## config.mk

```make
export PLATFORM = sky130hd
export DESIGN_NAME = thr_irq_filter
export DESIGN_NICKNAME = d
export VERILOG_FILES = /design/src/rtl/thr_irq_pkg.sv /design/src/rtl/thr_range_cmp.sv /design/src/rtl/thr_pers_decode.sv /design/src/rtl/thr_persist_ctr.sv /design/src/rtl/thr_irq_filter.sv
export SDC_FILE = /design/constraint.sdc
export NUM_CORES = 1
export LEC_CHECK = 0
export ABC_AREA = 0
export CAP_MARGIN = 40
export CORE_AREA = 2 2 86 71
export DETAILED_ROUTE_END_ITERATION = 12
export DIE_AREA = 0 0 88 73
export SYNTH_ARGS = -nofsm -noshare
export SYNTH_HDL_FRONTEND = slang
export SYNTH_SLANG_ARGS = --single-unit
export TNS_END_PERCENT = 5
```

## constraint.sdc

```tcl
create_clock -name clk -period 2.49 [get_ports clk]
set_input_delay 0.249 -clock clk [delete_from_list [all_inputs] [get_ports clk]]
set_output_delay 0.249 -clock clk [all_outputs]
set_load 0.005 [all_outputs]
```

## src/rtl/thr_irq_pkg.sv

```systemverilog
package thr_irq_pkg;

    // Run length needed by a persistence code (0 means every conversion).
    function automatic int unsigned pers_need_f(input int unsigned code,
                                                input int unsigned step);
        if (code == 0)
            return 0;
        else if (code < 4)
            return code;
        else
            return (code - 3) * step;
    endfunction

    // Largest run length any code can ask for.
    function automatic int unsigned pers_max_f(input int unsigned code_w,
                                               input int unsigned step);
        return pers_need_f((1 << code_w) - 1, step);
    endfunction

endpackage

```

## src/rtl/thr_range_cmp.sv

```systemverilog
module thr_range_cmp #(
    parameter int DATA_W = 16
) (
    input  logic [DATA_W-1:0] value,
    input  logic [DATA_W-1:0] lo_bound,
    input  logic [DATA_W-1:0] hi_bound,
    output logic              below,
    output logic              above,
    output logic              out_of_range
);
    always_comb begin
        below        = value < lo_bound;
        above        = value > hi_bound;
        out_of_range = below | above;
    end
endmodule

```

## src/rtl/thr_pers_decode.sv

```systemverilog
module thr_pers_decode
    import thr_irq_pkg::*;
#(
    parameter int CODE_W = 4,
    parameter int STEP   = 5,
    parameter int CNT_W  = 6
) (
    input  logic [CODE_W-1:0] code,
    output logic [CNT_W-1:0]  need,
    output logic              every
);
    always_comb begin
        need  = CNT_W'(pers_need_f(int'(code), STEP));
        every = (code == '0);
    end
endmodule

```

## src/rtl/thr_persist_ctr.sv

```systemverilog
module thr_persist_ctr #(
    parameter int CNT_W = 6
) (
    input  logic             clk,
    input  logic             rst_n,
    input  logic             eval,
    input  logic             oor,
    input  logic             every,
    input  logic [CNT_W-1:0] need,
    input  logic             clr,
    output logic             fire
);
    typedef struct packed {
        logic [CNT_W-1:0] cnt;
    } ctr_s;

    ctr_s             st_d, st_q;
    logic [CNT_W-1:0] inc;

    always_comb begin
        st_d = st_q;
        fire = 1'b0;
        inc  = (st_q.cnt >= need) ? need : st_q.cnt + 1'b1;
        if (eval) begin
            if (every) begin
                fire     = 1'b1;
                st_d.cnt = '0;
            end else if (oor) begin
                st_d.cnt = inc;
                fire     = (inc == need);
            end else begin
                st_d.cnt = '0;
            end
        end else if (clr) begin
            st_d.cnt = '0;
        end
    end

    always_ff @(posedge clk or negedge rst_n) begin
        if (!rst_n)
            st_q <= '0;
        else
            st_q <= st_d;
    end

    // an out-of-range run never climbs past the required count
    a_r9_cnt_saturates: assert property (@(posedge clk) disable iff (!rst_n)
        (eval && oor && !every) |=> (st_q.cnt <= $past(need)));

    // an in-range result ends the run
    a_r4_inrange_resets: assert property (@(posedge clk) disable iff (!rst_n)
        (eval && !oor && !every) |=> (st_q.cnt == '0));

    // with no strobe and no clear the run holds
    a_r8_run_holds: assert property (@(posedge clk) disable iff (!rst_n)
        (!eval && !clr) |=> $stable(st_q.cnt));

    // a clear with no strobe zeroes the run
    a_r5_clr_zeroes: assert property (@(posedge clk) disable iff (!rst_n)
        (clr && !eval) |=> (st_q.cnt == '0));
endmodule

```

## src/rtl/thr_irq_filter.sv

```systemverilog
module thr_irq_filter
    import thr_irq_pkg::*;
#(
    parameter int DATA_W = 16,
    parameter int CODE_W = 4,
    parameter int STEP   = 5
) (
    input  logic              clk,
    input  logic              rst_n,
    input  logic              conv_done,
    input  logic [DATA_W-1:0] conv_value,
    input  logic [DATA_W-1:0] lo_bound,
    input  logic [DATA_W-1:0] hi_bound,
    input  logic [CODE_W-1:0] pers_code,
    input  logic              irq_en,
    input  logic              irq_clr,
    output logic              stat_flag,
    output logic              irq_n
);
    localparam int MAX_NEED = pers_max_f(CODE_W, STEP);
    localparam int CNT_W    = $clog2(MAX_NEED + 1);

    typedef struct packed {
        logic flag;
    } flag_s;

    flag_s            st_d, st_q;
    logic             below, above, oor;
    logic [CNT_W-1:0] need;
    logic             every;
    logic             fire;

    thr_range_cmp #(.DATA_W(DATA_W)) u_cmp (
        .value        (conv_value),
        .lo_bound     (lo_bound),
        .hi_bound     (hi_bound),
        .below        (below),
        .above        (above),
        .out_of_range (oor)
    );

    thr_pers_decode #(.CODE_W(CODE_W), .STEP(STEP), .CNT_W(CNT_W)) u_dec (
        .code  (pers_code),
        .need  (need),
        .every (every)
    );

    thr_persist_ctr #(.CNT_W(CNT_W)) u_ctr (
        .clk   (clk),
        .rst_n (rst_n),
        .eval  (conv_done),
        .oor   (oor),
        .every (every),
        .need  (need),
        .clr   (irq_clr),
        .fire  (fire)
    );

    // Set wins over clear; otherwise the flag holds.
    always_comb begin
        st_d = st_q;
        if (fire)
            st_d.flag = 1'b1;
        else if (irq_clr)
            st_d.flag = 1'b0;
    end

    always_ff @(posedge clk or negedge rst_n) begin
        if (!rst_n)
            st_q <= '0;
        else
            st_q <= st_d;
    end

    always_comb begin
        stat_flag = st_q.flag;
        irq_n     = ~(st_q.flag & irq_en);
    end

    // the flag is sticky until a clear
    a_r5_sticky: assert property (@(posedge clk) disable iff (!rst_n)
        (stat_flag && !irq_clr) |=> stat_flag);

    // a lone clear drops the flag
    a_r5_clear_drops: assert property (@(posedge clk) disable iff (!rst_n)
        (irq_clr && !conv_done) |=> !stat_flag);

    // code 0 flags every conversion
    a_r2_every_sets: assert property (@(posedge clk) disable iff (!rst_n)
        (conv_done && every) |=> stat_flag);

    // set beats a coincident clear
    a_r6_set_wins: assert property (@(posedge clk) disable iff (!rst_n)
        (conv_done && irq_clr && every) |=> stat_flag);

    // the flag only rises after a strobe
    a_r8_rise_needs_strobe: assert property (@(posedge clk) disable iff (!rst_n)
        $rose(stat_flag) |-> $past(conv_done));

    // a disabled pin is released
    a_r7_pin_gated: assert property (@(posedge clk) disable iff (!rst_n)
        !irq_en |-> irq_n);

    // the compare sides never both hold when the window is ordered
    a_r1_one_side: assert property (@(posedge clk) disable iff (!rst_n)
        (lo_bound <= hi_bound) |-> !(below && above));
endmodule

```

==> flow_metrics.tcl <==
set metrics [dict create \
    initial_core_util_pct 28.69 \
    area_growth_pct 63.25 \
    p_leak_nw 1.281 \
    async_flop_share_pct 100.0 \
    core_um2 5662 \
    worst_pin_slew_ns 0.5672 \
    skew_ns 0.001660 \
    root_buffer "clkbuf_8" \
    fin_tns_setup_ns -2.450 \
    rsz0062_at_grt "true" \
    clkTransAtPathRegs_ns 0.04 \
    power.total_w 0.001394 \
    yosysUniqueCellTypes 42 \
    ys_warn_count 0 \
    final_cell_mix "clkdlybuf4s50_1, ha_1, inv_1" \
    drive_gt1_share_pct 18.98 \
    final_antenna_net_count 0 \
    synthesis.nets 311 \
    antenna_found_initial 0 \
    violations "setup timing" \
    arrival_ns 2.99 \
    layout_worst_path_cycle_share_pct 115.6 \
    clk_path_buf_depth 2 \
    num_antenna_cells 0 \
    power_density_nw_per_um2 525.6 \
    setup_viol 7 \
    clock_latency_ns 0.23 \
    final_max_slew_viol_count 0 \
    grt_use_total_pct 13.54 \
    place_congestion 0.7539 \
    crit_path_start_kind "input pin" \
    setup_slack_ns -0.3882 \
    grt_pass1_wl_mm 7.031 \
    cts_buffers 3 \
    drv_cap 0 \
    grt_overflow 0 \
    path_class "in -> reg" \
    r2r_setup_slack_ns 0.37 \
    synth_ff_type "dfrtp_1" \
    outcome "finished with violations" \
    slew_headroom_pct 62.05 \
    routedWlPerCell_um 11.51 \
    hold_path.class "in -> async" \
    die_y_um 73 \
    seq_area_frac_synth_pct 10.79 \
    dr.pass1.iters 4 \
    min_period_ns 2.878 \
    finalHoldViolations 0 \
    synthCells 209 \
    fmax_ghz 0.3474 \
    drt_iter0_drc 26 \
    ys_seq_elements 7 \
    holdWs_ns 0.2927 \
    tritoncts "yes" \
    drt_wl_total_mm 4.329 \
    post-place-ws_ns -1.162 \
    fp-row-count 25 \
    vias 1725 \
    syn-cell-area_um2 1624 \
    io_buffers 58 \
    dieWidth_um 88 \
    io_pins 59 \
    cts_max_level 1 \
    synth-edff-count 0 \
    drt-vias-per-instance 4.588 \
    layout_commonest_cell "clkdlybuf4s50_1" \
    drc 0 \
    peakVddDrop_mv 0.2477 \
    hpwlAfterDp_mm 3.802 \
    postSynthAreaPerCell_um2 7.771 \
    path_max_fanout 7 \
    clock-sinks 7 \
    grt_max_degree 11 \
    dieArea_um2 6424 \
    end_kind "flop" \
    required_ns 2.60 \
    grt_pass1_vias 1678 \
    nNetsFinal 398 \
]
## kinds of logic after synthesis
kind of cell / Yosys count / synth area share, %
AOI/OAI and AO/OA: 54 / 22.34
xor gates and xnor gates: 12 / 6.471
adders and majority gates: 45 / 35.13
buffers and inverters: 40 / 9.399
DFF: 7 / 10.79
muxes: 1 / 0.6164
and+or+nand+nor: 50 / 15.25
## worst max-delay path, stage by stage
cell             delay (ns)
clkdlybuf4s15_1        0.20
or2_1                  0.27
nor2_2                 0.10
ha_1                   0.25
fa_2                   0.38
xnor2_2                0.20
nand3b_1               0.12
o21ai_2                0.09
inv_2                  0.06
ha_4                   0.22
a21oi_2                0.11
nand2_1                0.08
a41oi_2                0.22
buf_6                  0.17
o311ai_2               0.08
a22o_1                 0.20
## per-stage QoR
step / area, µm² / utilization (%) / std cells
after global routing: 2651 / 46.83 / 376
final: 2651 / 46.83 / 376
after CTS: 2634 / 46.52 / 376
after floorplan: 1700 / - / 209
after detailed placement: 2547 / 44.99 / 371
after global placement: 2547 / 44.99 / 371
## final timing paths
| path | startpoint | to | cells after the start |
|---|---|---|---|
| min in group clk | stat_flag | stat_flag | 2 |
| max | pers_code[3] | u_ctr.st_q[3] | 16 |
| min | rst_n | u_ctr.st_q[2] | 1 |
| max in group asynchronous | rst_n | u_ctr.st_q[3] | 1 |
| max reg2reg | u_ctr.st_q[0] | u_ctr.st_q[3] | 9 |
| min reg2reg | stat_flag | stat_flag | 2 |
## area by class of cell
cell class	instances	area [µm²]
Inverter	38	145.1
Multi-Input combinational cell	162	1400
Clock buffer	4	45.04
Fill cell	551	3010
Tap cell	81	101.3
Timing Repair Buffer	84	784.5
Sequential cell	7	175.2
## repair_timing
action | 4_1_cts | 5_1_grt
setup buffers | 0 | 0
gates cloned | 1 | 0
endpoints found under the setup margin | 7 | 7
gates resized for setup | 28 | 5
hold buffers | 0 | 0
pin swaps | 12 | 11
## power by group
part	total [W]	switching (W)	internal, W
clock	0.000163	0.0000519	0.000111
sequential	0.000224	0.0000671	0.000157
combinational	0.00101	0.000461	0.000545
## cells in the mapped netlist, types with 2 or more instances
| library cell | instances | area share (%) |
|---|---|---|
| nand3_1 | 7 | 2.2 |
| xor2_1 | 4 | 2.2 |
| xnor2_1 | 8 | 4.3 |
| nor3_1 | 3 | 0.92 |
| o21ai_0 | 11 | 3.4 |
| or3_1 | 2 | 0.77 |
| o211ai_1 | 2 | 0.92 |
| nor2_1 | 9 | 2.1 |
| a21oi_1 | 15 | 4.6 |
| nor4_1 | 2 | 0.77 |
| ha_1 | 44 | 34 |
| buf_2 | 2 | 0.62 |
| inv_1 | 38 | 8.8 |
| nand2_1 | 15 | 3.5 |
| a32oi_1 | 2 | 1.1 |
| a22o_1 | 4 | 2.2 |
| a21o_1 | 5 | 2.3 |
| a211oi_1 | 2 | 0.92 |
| nand4_1 | 5 | 1.9 |
| dfrtp_1 | 7 | 11 |
## flip-flops by register name (all words and copies together) (netlist names)
name and count:
stat_flag 1, u_ctr.st_q 6
## per-layer routing
layer	up-vias	GRT usage [%]	wire length, µm
met5	-	0	0
met4	0	2.222	34
met3	2	3.959	293
met2	51	22.98	2005
met1	750	17.29	1995
li1	922	-	-
No activity file was read; power rests on OpenSTA's default activity.
